File: src/rtl/gtl_pkg.sv
package gtl_pkg;
  typedef enum logic {SLOT_SYM = 1'b0, SLOT_MID = 1'b1} slot_e;
  typedef enum logic {ROLE_MASTER = 1'b0, ROLE_SLAVE = 1'b1} role_e;
endpackage

File: src/rtl/gtl_ted.sv
module gtl_ted
  import gtl_pkg::*;
#(
  parameter int SAMPLE_W = 10,
  parameter int ERR_W    = 16
) (
  input  logic                       clk,
  input  logic                       rst_n,
  input  logic                       smp_vld,
  input  logic signed [SAMPLE_W-1:0] smp,
  output logic                       err_vld,
  output logic signed [ERR_W-1:0]    err
);
  localparam int PROD_W = 2*SAMPLE_W + 1;
  localparam logic signed [PROD_W-1:0] EMAX = PROD_W'((1 << (ERR_W-1)) - 1);

  slot_e                      slot_q, slot_d;
  logic                       primed_q, primed_d;
  logic signed [SAMPLE_W-1:0] prev_q, prev_d, mid_q, mid_d;
  logic signed [ERR_W-1:0]    err_q, err_d;
  logic                       vld_q, vld_d;
  logic signed [SAMPLE_W:0]   diff;
  logic signed [PROD_W-1:0]   mid_x, diff_x, prod;
  logic signed [ERR_W-1:0]    prod_sat;

  always_comb begin
    diff   = $signed({prev_q[SAMPLE_W-1], prev_q}) - $signed({smp[SAMPLE_W-1], smp});
    mid_x  = PROD_W'(mid_q);
    diff_x = PROD_W'(diff);
    prod   = mid_x * diff_x;
    if (prod > EMAX)       prod_sat = ERR_W'(EMAX);
    else if (prod < -EMAX) prod_sat = ERR_W'(-EMAX);
    else                   prod_sat = ERR_W'(prod);
  end

  always_comb begin
    slot_d   = slot_q;
    primed_d = primed_q;
    prev_d   = prev_q;
    mid_d    = mid_q;
    err_d    = err_q;
    vld_d    = 1'b0;
    if (smp_vld) begin
      if (slot_q == SLOT_SYM) begin
        if (primed_q) begin
          err_d = prod_sat;
          vld_d = 1'b1;
        end
        prev_d   = smp;
        primed_d = 1'b1;
        slot_d   = SLOT_MID;
      end else begin
        mid_d  = smp;
        slot_d = SLOT_SYM;
      end
    end
  end

  always_ff @(posedge clk or negedge rst_n) begin
    if (!rst_n) begin
      slot_q   <= SLOT_SYM;
      primed_q <= 1'b0;
      prev_q   <= '0;
      mid_q    <= '0;
      err_q    <= '0;
      vld_q    <= 1'b0;
    end else begin
      slot_q   <= slot_d;
      primed_q <= primed_d;
      prev_q   <= prev_d;
      mid_q    <= mid_d;
      err_q    <= err_d;
      vld_q    <= vld_d;
    end
  end

  assign err_vld = vld_q;
  assign err     = err_q;

  // an error follows a symbol sample, so the slot has moved on to mid
  a_r2_err_after_sym: assert property (@(posedge clk) disable iff (!rst_n)
    err_vld |-> (slot_q == SLOT_MID));
  // saturation is symmetric, so the most negative code never appears
  a_r2_sat_symmetric: assert property (@(posedge clk) disable iff (!rst_n)
    err_vld |-> (err != {1'b1, {(ERR_W-1){1'b0}}}));
endmodule

File: src/rtl/gtl_loop_filter.sv
module gtl_loop_filter #(
  parameter int ERR_W     = 16,
  parameter int INT_W     = 20,
  parameter int CTRL_W    = 21,
  parameter int LPF_SHIFT = 4,
  parameter int KP_SHIFT  = 2,
  parameter int KI_SHIFT  = 6
) (
  input  logic                     clk,
  input  logic                     rst_n,
  input  logic                     err_vld,
  input  logic signed [ERR_W-1:0]  err,
  output logic                     filt_vld,
  output logic signed [ERR_W-1:0]  filt,
  output logic signed [CTRL_W-1:0] ctrl
);
  localparam logic signed [INT_W:0] IMAX = (INT_W+1)'((1 << (INT_W-1)) - 1);

  logic signed [ERR_W-1:0] f_q, f_d;
  logic signed [INT_W-1:0] i_q, i_d;
  logic                    v_q;
  logic signed [ERR_W:0]   dlt, f_new;
  logic signed [INT_W:0]   isum;

  always_comb begin
    dlt   = $signed({err[ERR_W-1], err}) - $signed({f_q[ERR_W-1], f_q});
    f_new = $signed({f_q[ERR_W-1], f_q}) + (dlt >>> LPF_SHIFT);
    f_d   = err_vld ? f_new[ERR_W-1:0] : f_q;
    isum  = $signed({i_q[INT_W-1], i_q}) + (INT_W+1)'(f_d >>> KI_SHIFT);
    if (!err_vld)          i_d = i_q;
    else if (isum > IMAX)  i_d = INT_W'(IMAX);
    else if (isum < -IMAX) i_d = INT_W'(-IMAX);
    else                   i_d = INT_W'(isum);
  end

  always_ff @(posedge clk or negedge rst_n) begin
    if (!rst_n) begin
      f_q <= '0;
      i_q <= '0;
      v_q <= 1'b0;
    end else begin
      f_q <= f_d;
      i_q <= i_d;
      v_q <= err_vld;
    end
  end

  assign filt_vld = v_q;
  assign filt     = f_q;
  assign ctrl     = CTRL_W'(f_q >>> KP_SHIFT) + CTRL_W'(i_q);

  // integrator stays inside its symmetric saturation bounds
  a_r4_int_bound: assert property (@(posedge clk) disable iff (!rst_n)
    filt_vld |-> ((INT_W+1)'(i_q) <= IMAX && (INT_W+1)'(i_q) >= -IMAX));
  // the smoothed value only moves on an error update
  a_r3_hold: assert property (@(posedge clk) disable iff (!rst_n)
    !err_vld |=> $stable(f_q));
endmodule

File: src/rtl/gtl_phase_stepper.sv
module gtl_phase_stepper
  import gtl_pkg::*;
#(
  parameter int PHASES    = 48,
  parameter int CTRL_W    = 21,
  parameter int ACC_W     = 24,
  parameter int STEP_TH   = 4096,
  parameter int PWM_W     = 8,
  parameter int PWM_SHIFT = 10
) (
  input  logic                       clk,
  input  logic                       rst_n,
  input  logic                       filt_vld,
  input  role_e                      role,
  input  logic signed [CTRL_W-1:0]   ctrl,
  output logic [$clog2(PHASES)-1:0]  phase,
  output logic [PWM_W-1:0]           pwm
);
  localparam int PH_W = $clog2(PHASES);
  localparam logic signed [ACC_W:0]   AMAX = (ACC_W+1)'((1 << (ACC_W-1)) - 1);
  localparam logic signed [ACC_W-1:0] TH   = ACC_W'(STEP_TH);
  localparam logic signed [CTRL_W:0]  PMID = (CTRL_W+1)'(1 << (PWM_W-1));
  localparam logic signed [CTRL_W:0]  PMAX = (CTRL_W+1)'((1 << PWM_W) - 1);
  localparam logic [PH_W-1:0]         LAST = PH_W'(PHASES - 1);

  logic signed [ACC_W-1:0] acc_q, acc_d, acc_s;
  logic [PH_W-1:0]         ph_q, ph_d;
  logic [PWM_W-1:0]        pwm_q, pwm_d;
  logic signed [ACC_W:0]   asum;
  logic signed [CTRL_W:0]  pv;

  always_comb begin
    asum = $signed({acc_q[ACC_W-1], acc_q}) + (ACC_W+1)'(ctrl);
    if (asum > AMAX)       acc_s = ACC_W'(AMAX);
    else if (asum < -AMAX) acc_s = ACC_W'(-AMAX);
    else                   acc_s = ACC_W'(asum);
    pv = PMID + (CTRL_W+1)'(ctrl >>> PWM_SHIFT);

    acc_d = acc_q;
    ph_d  = ph_q;
    pwm_d = pwm_q;
    if (filt_vld) begin
      if (role == ROLE_SLAVE) begin
        if (pv < 0)         pwm_d = '0;
        else if (pv > PMAX) pwm_d = '1;
        else                pwm_d = pv[PWM_W-1:0];
      end else begin
        pwm_d = PMID[PWM_W-1:0];
        acc_d = acc_s;
        if (acc_s >= TH) begin
          acc_d = acc_s - TH;
          ph_d  = (ph_q == LAST) ? '0 : ph_q + 1'b1;
        end else if (acc_s <= -TH) begin
          acc_d = acc_s + TH;
          ph_d  = (ph_q == '0) ? LAST : ph_q - 1'b1;
        end
      end
    end
  end

  always_ff @(posedge clk or negedge rst_n) begin
    if (!rst_n) begin
      acc_q <= '0;
      ph_q  <= '0;
      pwm_q <= PMID[PWM_W-1:0];
    end else begin
      acc_q <= acc_d;
      ph_q  <= ph_d;
      pwm_q <= pwm_d;
    end
  end

  assign phase = ph_q;
  assign pwm   = pwm_q;

  // the index moves by one position, wrapping modulo PHASES
  a_r5_unit_step: assert property (@(posedge clk) disable iff (!rst_n)
    (ph_q != $past(ph_q)) |-> ((ph_q == $past(ph_q) + 1'b1) || (ph_q + 1'b1 == $past(ph_q))
      || ($past(ph_q) == LAST && ph_q == '0) || ($past(ph_q) == '0 && ph_q == LAST)));
  // slave updates leave the phase index alone
  a_r7_hold_phase: assert property (@(posedge clk) disable iff (!rst_n)
    (filt_vld && role == ROLE_SLAVE) |=> $stable(ph_q));
  // master updates park the duty word at mid-scale
  a_r8_mid_pwm: assert property (@(posedge clk) disable iff (!rst_n)
    (filt_vld && role == ROLE_MASTER) |=> (pwm_q == PMID[PWM_W-1:0]));
  // nothing moves without a filter update
  a_r10_no_update: assert property (@(posedge clk) disable iff (!rst_n)
    !filt_vld |=> ($stable(ph_q) && $stable(pwm_q)));
endmodule

File: src/rtl/gtl_lock_detect.sv
module gtl_lock_detect #(
  parameter int ERR_W     = 16,
  parameter int LOCK_SYMS = 1024
) (
  input  logic                    clk,
  input  logic                    rst_n,
  input  logic                    filt_vld,
  input  logic signed [ERR_W-1:0] filt,
  input  logic [ERR_W-1:0]        thr,
  output logic                    lock
);
  localparam int CNT_W = $clog2(LOCK_SYMS + 1);
  localparam logic [CNT_W-1:0] FULL = CNT_W'(LOCK_SYMS);

  logic [CNT_W-1:0] cnt_q, cnt_d;
  logic [ERR_W-1:0] mag;
  logic             below;

  always_comb begin
    mag   = filt[ERR_W-1] ? $unsigned(-filt) : $unsigned(filt);
    below = (mag < thr);
    cnt_d = cnt_q;
    if (filt_vld) begin
      if (!below)             cnt_d = '0;
      else if (cnt_q != FULL) cnt_d = cnt_q + 1'b1;
    end
  end

  always_ff @(posedge clk or negedge rst_n) begin
    if (!rst_n) cnt_q <= '0;
    else        cnt_q <= cnt_d;
  end

  assign lock = (cnt_q == FULL);

  // a large filtered error drops lock on the next cycle
  a_r9_clear: assert property (@(posedge clk) disable iff (!rst_n)
    (filt_vld && !below) |=> !lock);
  // lock can only rise on a filter update
  a_r9_rise: assert property (@(posedge clk) disable iff (!rst_n)
    $rose(lock) |-> $past(filt_vld));
endmodule

File: src/rtl/gardner_timing_loop.sv
module gardner_timing_loop
  import gtl_pkg::*;
#(
  parameter int SAMPLE_W  = 10,
  parameter int ERR_W     = 16,
  parameter int INT_W     = 20,
  parameter int ACC_W     = 24,
  parameter int PHASES    = 48,
  parameter int PWM_W     = 8,
  parameter int LPF_SHIFT = 4,
  parameter int KP_SHIFT  = 2,
  parameter int KI_SHIFT  = 6,
  parameter int PWM_SHIFT = 10,
  parameter int STEP_TH   = 4096,
  parameter int LOCK_SYMS = 1024
) (
  input  logic                       clk_i,
  input  logic                       rst_ni,
  input  logic                       smp_vld_i,
  input  logic [SAMPLE_W-1:0]        smp_i,
  input  logic                       role_i,
  input  logic [ERR_W-1:0]           lock_thr_i,
  output logic [$clog2(PHASES)-1:0]  phase_o,
  output logic [PWM_W-1:0]           pwm_o,
  output logic                       lock_o
);
  localparam int CTRL_W = INT_W + 1;

  logic [1:0]               rst_sync_q;
  logic                     rst_n;
  logic                     err_vld, filt_vld;
  logic signed [ERR_W-1:0]  err, filt;
  logic signed [CTRL_W-1:0] ctrl;
  role_e                    role;

  always_ff @(posedge clk_i or negedge rst_ni) begin
    if (!rst_ni) rst_sync_q <= 2'b00;
    else         rst_sync_q <= {rst_sync_q[0], 1'b1};
  end
  assign rst_n = rst_sync_q[1];
  assign role  = role_e'(role_i);

  gtl_ted #(.SAMPLE_W(SAMPLE_W), .ERR_W(ERR_W)) u_ted (
    .clk(clk_i), .rst_n(rst_n), .smp_vld(smp_vld_i), .smp($signed(smp_i)),
    .err_vld(err_vld), .err(err));

  gtl_loop_filter #(.ERR_W(ERR_W), .INT_W(INT_W), .CTRL_W(CTRL_W),
    .LPF_SHIFT(LPF_SHIFT), .KP_SHIFT(KP_SHIFT), .KI_SHIFT(KI_SHIFT)) u_filt (
    .clk(clk_i), .rst_n(rst_n), .err_vld(err_vld), .err(err),
    .filt_vld(filt_vld), .filt(filt), .ctrl(ctrl));

  gtl_phase_stepper #(.PHASES(PHASES), .CTRL_W(CTRL_W), .ACC_W(ACC_W),
    .STEP_TH(STEP_TH), .PWM_W(PWM_W), .PWM_SHIFT(PWM_SHIFT)) u_step (
    .clk(clk_i), .rst_n(rst_n), .filt_vld(filt_vld), .role(role), .ctrl(ctrl),
    .phase(phase_o), .pwm(pwm_o));

  gtl_lock_detect #(.ERR_W(ERR_W), .LOCK_SYMS(LOCK_SYMS)) u_lock (
    .clk(clk_i), .rst_n(rst_n), .filt_vld(filt_vld), .filt(filt),
    .thr(lock_thr_i), .lock(lock_o));
endmodule

File: config.mk
export PLATFORM = sky130hd
export DESIGN_NAME = gardner_timing_loop
export DESIGN_NICKNAME = d
export VERILOG_FILES = /design/src/rtl/gtl_pkg.sv /design/src/rtl/gtl_ted.sv /design/src/rtl/gtl_loop_filter.sv /design/src/rtl/gtl_phase_stepper.sv /design/src/rtl/gtl_lock_detect.sv /design/src/rtl/gardner_timing_loop.sv
export SDC_FILE = /design/constraint.sdc
export NUM_CORES = 1
export LEC_CHECK = 0
export ABC_AREA = 1
export BUFFER_PORTS_ARGS = -buffer_cell sky130_fd_sc_hd__buf_4
export CORE_MARGIN = 2
export CORE_UTILIZATION = 55
export DETAILED_ROUTE_END_ITERATION = 10
export GPL_TIMING_DRIVEN = 0
export PLACE_DENSITY = 0.72
export SETUP_SLACK_MARGIN = 0.1
export SYNTH_ARGS = -nofsm -noshare
export SYNTH_HDL_FRONTEND = slang
export SYNTH_SLANG_ARGS = --single-unit
File: constraint.sdc
create_clock -name clk_i -period 5.99 [get_ports clk_i]
set_input_delay 1.198 -clock clk_i [delete_from_list [all_inputs] [get_ports clk_i]]
set_output_delay 1.198 -clock clk_i [all_outputs]
set_load 0.02 [all_outputs]
==> metrics.txt, run 1 <==
Post-synth EDFFs=0; drt wl/cell=16.64 µm; Slew @ Worst Pin=0.9345 ns; gr ovfl total=0; num rows=between 60 and 70; Finished Cell Area=around 21,000 µm²; Peak Freq=132.5 MHz; CP arrival=7.88 ns; Residual DRC=0; Final Hold Slack=roughly 0.21 ns; Slowest cell on crit path=fa_1; CP Class=input port to flop; Worst Slack Setup Final=-1.557 ns; routed wire length=48,400 µm; CTS tree=done; routability-driven placement congestion ratio=0.9381; commonest cells after routing, fill and taps aside=nand2_1, inv_1, nor2_1, buf_4, ha_1; full die area=between 30,000 and 40,000 µm²; placed cell count=approximately 2,700; Synth Register Bits=127; Synth warnings=0; crit path capture type=flop; Largest delay share family, worst path=adder cells; Post-synth ARST share=1.000; worst hold-check path type=flop to async pin; failing checks=negative setup slack; hold-fix buffers at CTS=0; RSZ-0062 raised after global routing=true; starting density of the core=0.5556; CTS buffer count=17; port bufs=44; Placed Area=17,580 µm²; Diodes inserted=0; pin count of the biggest net entering global routing=62; worst skew pair latency=roughly 0.45 ns; slew margin rel.=0.3725; fin. max-slew vios=0; Max FO, Critical Path=5; syn_area_per_cell=7.096 µm²; Root Driver=clkbuf_16; first-pass GRT wire length=around 75,000 µm; flop2flop setup slack=-1.14 ns; Chip Width=176.6 µm; Final nets=2,822; max capacitance violation total=0; CTS max path bufs=2; Netlist cell types=58; CTS sink count=127; total track usage=0.3013; Setup crit start kind=input port; vias in the first global route=15,528; Post-DP HPWL=34,090 µm; endpoints failing hold=0; Filler cells=2,296; Clk pin slew, worst setup/hold paths=0.06 ns; Setup Total Neg Slack=-29.42 ns; post-route ant nets=0; status=complete, but fails checks; Die H=176.6 µm; io pins=45; commonest non-fill, non-tap cell in the layout=nand2_1; vias=16,064; Core ar.=29,480 µm²; clk_skew=approximately 0.014 ns; final std cells w/o fill=2,909; Worst EP required=6.32 ns; final setup fails=35; post-synthesis net count=2,624; # H-tree levels=4; Critical Path Max Stage Delay=slightly below 0.6 ns; synthesized instance count=between 2,000 and 2,500; number of vias per cell=~5.5; Cell Area, Synth=16,380 µm²; CP bufs+invs=12; clock period minus worst slack=7.547 ns; initial antenna violation count=0; most common flop cell mapped by yosys=dfrtp_1; post-synthesis sequential area ratio=0.1941; share of post-route cells with drive strength above 1=0.2445; DRT Pass-1 Iters=6; initial DRC count=1,120; area grow syn2layout=27.41%; final period utilization=1.260
-- final cells by class --
type | count | area (µm²) | area share
multi-input cells | 1714 | 13200 | 0.6326
flip-flops and latches | 127 | 3198 | 0.1533
inverters | 436 | 1667 | 0.07987
repair buffers | 176 | 1484 | 0.07111
well taps | 390 | 488.0 | 0.02338
clock buffers | 17 | 425.4 | 0.02039
plain buffers | 34 | 230.2 | 0.01103
clock inverters | 15 | 173.9 | 0.008334
-- path summary, 6_finish.rpt --
path,startpoint,endpoint,cells after the start
max in group asynchronous,rst_sync_q[1],u_step.pwm[7],2
max reg2reg,u_ted.prev_q[0],u_ted.err[0],45
max,smp_i[0],u_ted.err[0],41
min reg2reg,rst_sync_q[1],u_lock.cnt_q[6],0
min,rst_sync_q[1],u_lock.cnt_q[6],0
min in group clk_i,rst_sync_q[0],rst_sync_q[1],0
-- registers in the layout, summed over array words and instances (netlist names) --
name	cells
u_step.phase	6
u_step.pwm	8
u_ted.primed_q	1
u_ted.mid_q	10
u_lock.cnt_q	11
u_ted.err	16
u_filt.filt	16
u_ted.prev_q	10
u_ted.err_vld	1
u_filt.i_q	20
u_ted.slot_q	1
u_filt.filt_vld	1
rst_sync_q	2
u_step.acc_q	24
-- what timing repair did --
item                       CTS  global route
pin swaps                   98           128
cloned                       5             3
setup buffers               85            45
gates resized for setup    179           208
setup endpoints to repair   54            54
-- stage by stage --
step / setup WS [ns] / utilization
after floorplan: -1.458 / -
after global placement: -2.236 / 0.5943
after detailed placement: -2.329 / 0.5963
after CTS: -1.451 / 0.6664
after global routing: -1.928 / 0.7078
final: -1.557 / 0.7078
-- cells in the mapped netlist (24+ instances only) --
library cell,number,area [µm²]
ha_1,186,2327
clkbuf_1,24,90.09
nor3_1,35,175.2
o21ai_0,92,460.4
nand3_1,115,575.6
fa_1,100,2002
dfrtp_1,126,3153
nor2_1,199,747.0
nand2_1,544,2042
inv_1,415,1558
a21oi_1,136,680.7
xnor2_1,35,306.5
xor2_1,69,604.3
nand4_1,30,187.7
-- per-layer routing --
layer	share of wire	track usage	wire length, µm
met5	0	0	0
met4	0.038	0.1037	1859
met3	0.054	0.04565	2596
met2	0.48	0.5127	23390
met1	0.42	0.3912	20560
-- cell families after synthesis --
| family | synth area share |
|---|---|
| adders and majority gates | 0.2643 |
| DFF | 0.1941 |
| AOI/OAI and AO/OA | 0.1121 |
| buffers and inverters | 0.1105 |
| and+or+nand+nor | 0.2630 |
| other | 0.0002290 |
| xor gates and xnor gates | 0.05561 |
Power of run 1 is not shown: default switching activity piles up to over one toggle a cycle in this logic, so the estimate is an artifact.
==> inputs of run 2 (changes only) <==
--- a/config.mk
+++ b/config.mk
@@ -7,12 +7,14 @@
 export LEC_CHECK = 0
 export ABC_AREA = 1
 export BUFFER_PORTS_ARGS = -buffer_cell sky130_fd_sc_hd__buf_4
+export CAP_MARGIN = 20
 export CORE_MARGIN = 2
 export CORE_UTILIZATION = 55
 export DETAILED_ROUTE_END_ITERATION = 10
 export GPL_TIMING_DRIVEN = 0
 export PLACE_DENSITY = 0.72
 export SETUP_SLACK_MARGIN = 0.1
+export SKIP_LAST_GASP = 1
 export SYNTH_ARGS = -nofsm -noshare
 export SYNTH_HDL_FRONTEND = slang
 export SYNTH_SLANG_ARGS = --single-unit
==> run 2 against run 1 <==
Effect of this change:
- the flow still finishes with violations (negative setup slack)
- hold slack about the same
- sequential share of layout area decreased by 0.17 points
- final area increased by 1.1%
- critical path type unchanged
- largest cell class unchanged
==> metrics.txt, run 2 (same netlist as run 1, synthesis figures left out) <==
max reg flops=24; status=complete, but fails checks; Root Driver=clkbuf_16; CP arrival=7.98 ns; final period utilization=1.278; total track usage=0.3012; worst hold-check path type=flop to async pin; final std cells w/o fill=2,922; Core ar.=29,480 µm²; CTS tree=done; max capacitance violation total=0; Final Hold Slack=0.2131 ns; share of post-route cells with drive strength above 1=0.2532; Worst EP required=6.31 ns; crit path capture type=flop; # H-tree levels=4; placed cell count=between 2,000 and 3,000; vias=16,170; worst reg2reg startpoint=u_ted.prev_q[0]; first-pass GRT wire length=roughly 75,000 µm; CP dominant cell by count=fa_1; flop2flop setup slack=-1.24 ns; top flop regs=u_step.acc_q x24, u_filt.i_q x20; Chip Width=176.6 µm; RSZ-0062 raised after global routing=true; area grow syn2layout=28.80%; Slowest cell on crit path=fa_1; fin. max-slew vios=0; CTS sink count=127; full die area=between 30,000 and 40,000 µm²; num rows=between 60 and 70; Slew @ Worst Pin=0.8946 ns; gr ovfl total=0; Setup Total Neg Slack=-30.26 ns; commonest non-fill, non-tap cell in the layout=nand2_1; port bufs=44; clk_skew=0.01521 ns; Setup crit start kind=input port; starting density of the core=0.5556; CTS max path bufs=2; post-route ant nets=0; endpoints failing hold=0; Clk pin slew, worst setup/hold paths=0.06 ns; initial antenna violation count=0; Reg2Reg Depth=45; Die H=176.6 µm; CP Class=input port to flop; Final nets=~2,800; Final Core Density=0.7156; pin count of the biggest net entering global routing=62; worst skew pair latency=0.45 ns; Critical Path Max Stage Delay=between 0.5 and 0.6 ns; most flop-heavy register=u_step.acc_q; vias in the first global route=15,530; Max FO, Critical Path=6; clock period minus worst slack=approximately 7.7 ns; Worst Slack Setup Final=-1.668 ns; initial DRC count=1,229; drt wl/cell=16.74 µm; routed wire length=48,900 µm; R2R Path End=u_ted.err[3]; commonest cells after routing, fill and taps aside=nand2_1, inv_1, nor2_1, buf_4, ha_1; final setup fails=35; Peak Freq=130.6 MHz; failing checks=negative setup slack; Post-DP HPWL=34,090 µm; routability-driven placement congestion ratio=0.9381; Diodes inserted=0; slew margin rel.=0.4036; Filler cells=2,252; Residual DRC=0; io pins=45; CTS buffer count=17; number of vias per cell=5.534; DRT Pass-1 Iters=5
## run 2: critical path, delay by kind of cell
kind | cells | cell delay, ns
simple gates | 14 | 1.47
compound gates | 8 | 1.00
fa+ha+maj | 8 | 3.23
buf+inv | 9 | 0.85
xor+xnor | 1 | 0.23
## run 2: layer usage
layer,global-route usage,routed length [µm],share of wire
met1,0.3904,20440,0.42
met2,0.5129,24060,0.49
met3,0.04630,2735,0.056
met4,0.1040,1660,0.034
met5,0,0,0
## run 2: per-stage QoR
step                      setup WS, ns  instance area (µm²)
after global routing            -2.016                21100
after global placement          -2.236                17520
final                           -1.668                21100
after floorplan                 -1.458                16700
after CTS                       -1.453                19640
after detailed placement        -2.329                17580
## run 2: what timing repair did
action                     4_1_cts  5_1_grt
hold buffers                     0        0
buffers inserted                85       57
hold endpoints to repair         0        0
pin swaps                       98      158
setup endpoints to repair       54       54
resized for setup              177      232
cloned                           5        4
## run 2: layout make-up
| type | count | area, µm² | share of cell area |
|---|---|---|---|
| Multi-Input combinational cell | 1714 | 13290 | 0.6298 |
| Sequential cell | 127 | 3198 | 0.1516 |
| Inverter | 436 | 1672 | 0.07924 |
| Timing Repair Buffer | 189 | 1623 | 0.07693 |
| Tap cell | 390 | 488.0 | 0.02313 |
| Clock buffer | 17 | 425.4 | 0.02017 |
| Buffer | 34 | 230.2 | 0.01091 |
| Clock inverter | 15 | 173.9 | 0.008244 |
## run 2: how the worst max path moves through the flow
stage               startpoint            to  slack (ns)  cells past startpoint
floorplan             smp_i[0]  u_ted.err[0]       -1.46                     39
global placement      smp_i[1]  u_ted.err[0]       -2.24                     44
detailed placement    smp_i[0]  u_ted.err[0]       -2.33                     36
CTS                   smp_i[0]  u_ted.err[0]       -1.45                     40
global route          smp_i[0]  u_ted.err[0]       -2.02                     39
finish                smp_i[0]  u_ted.err[3]       -1.67                     40
Power of run 2 is left out for the same reason.
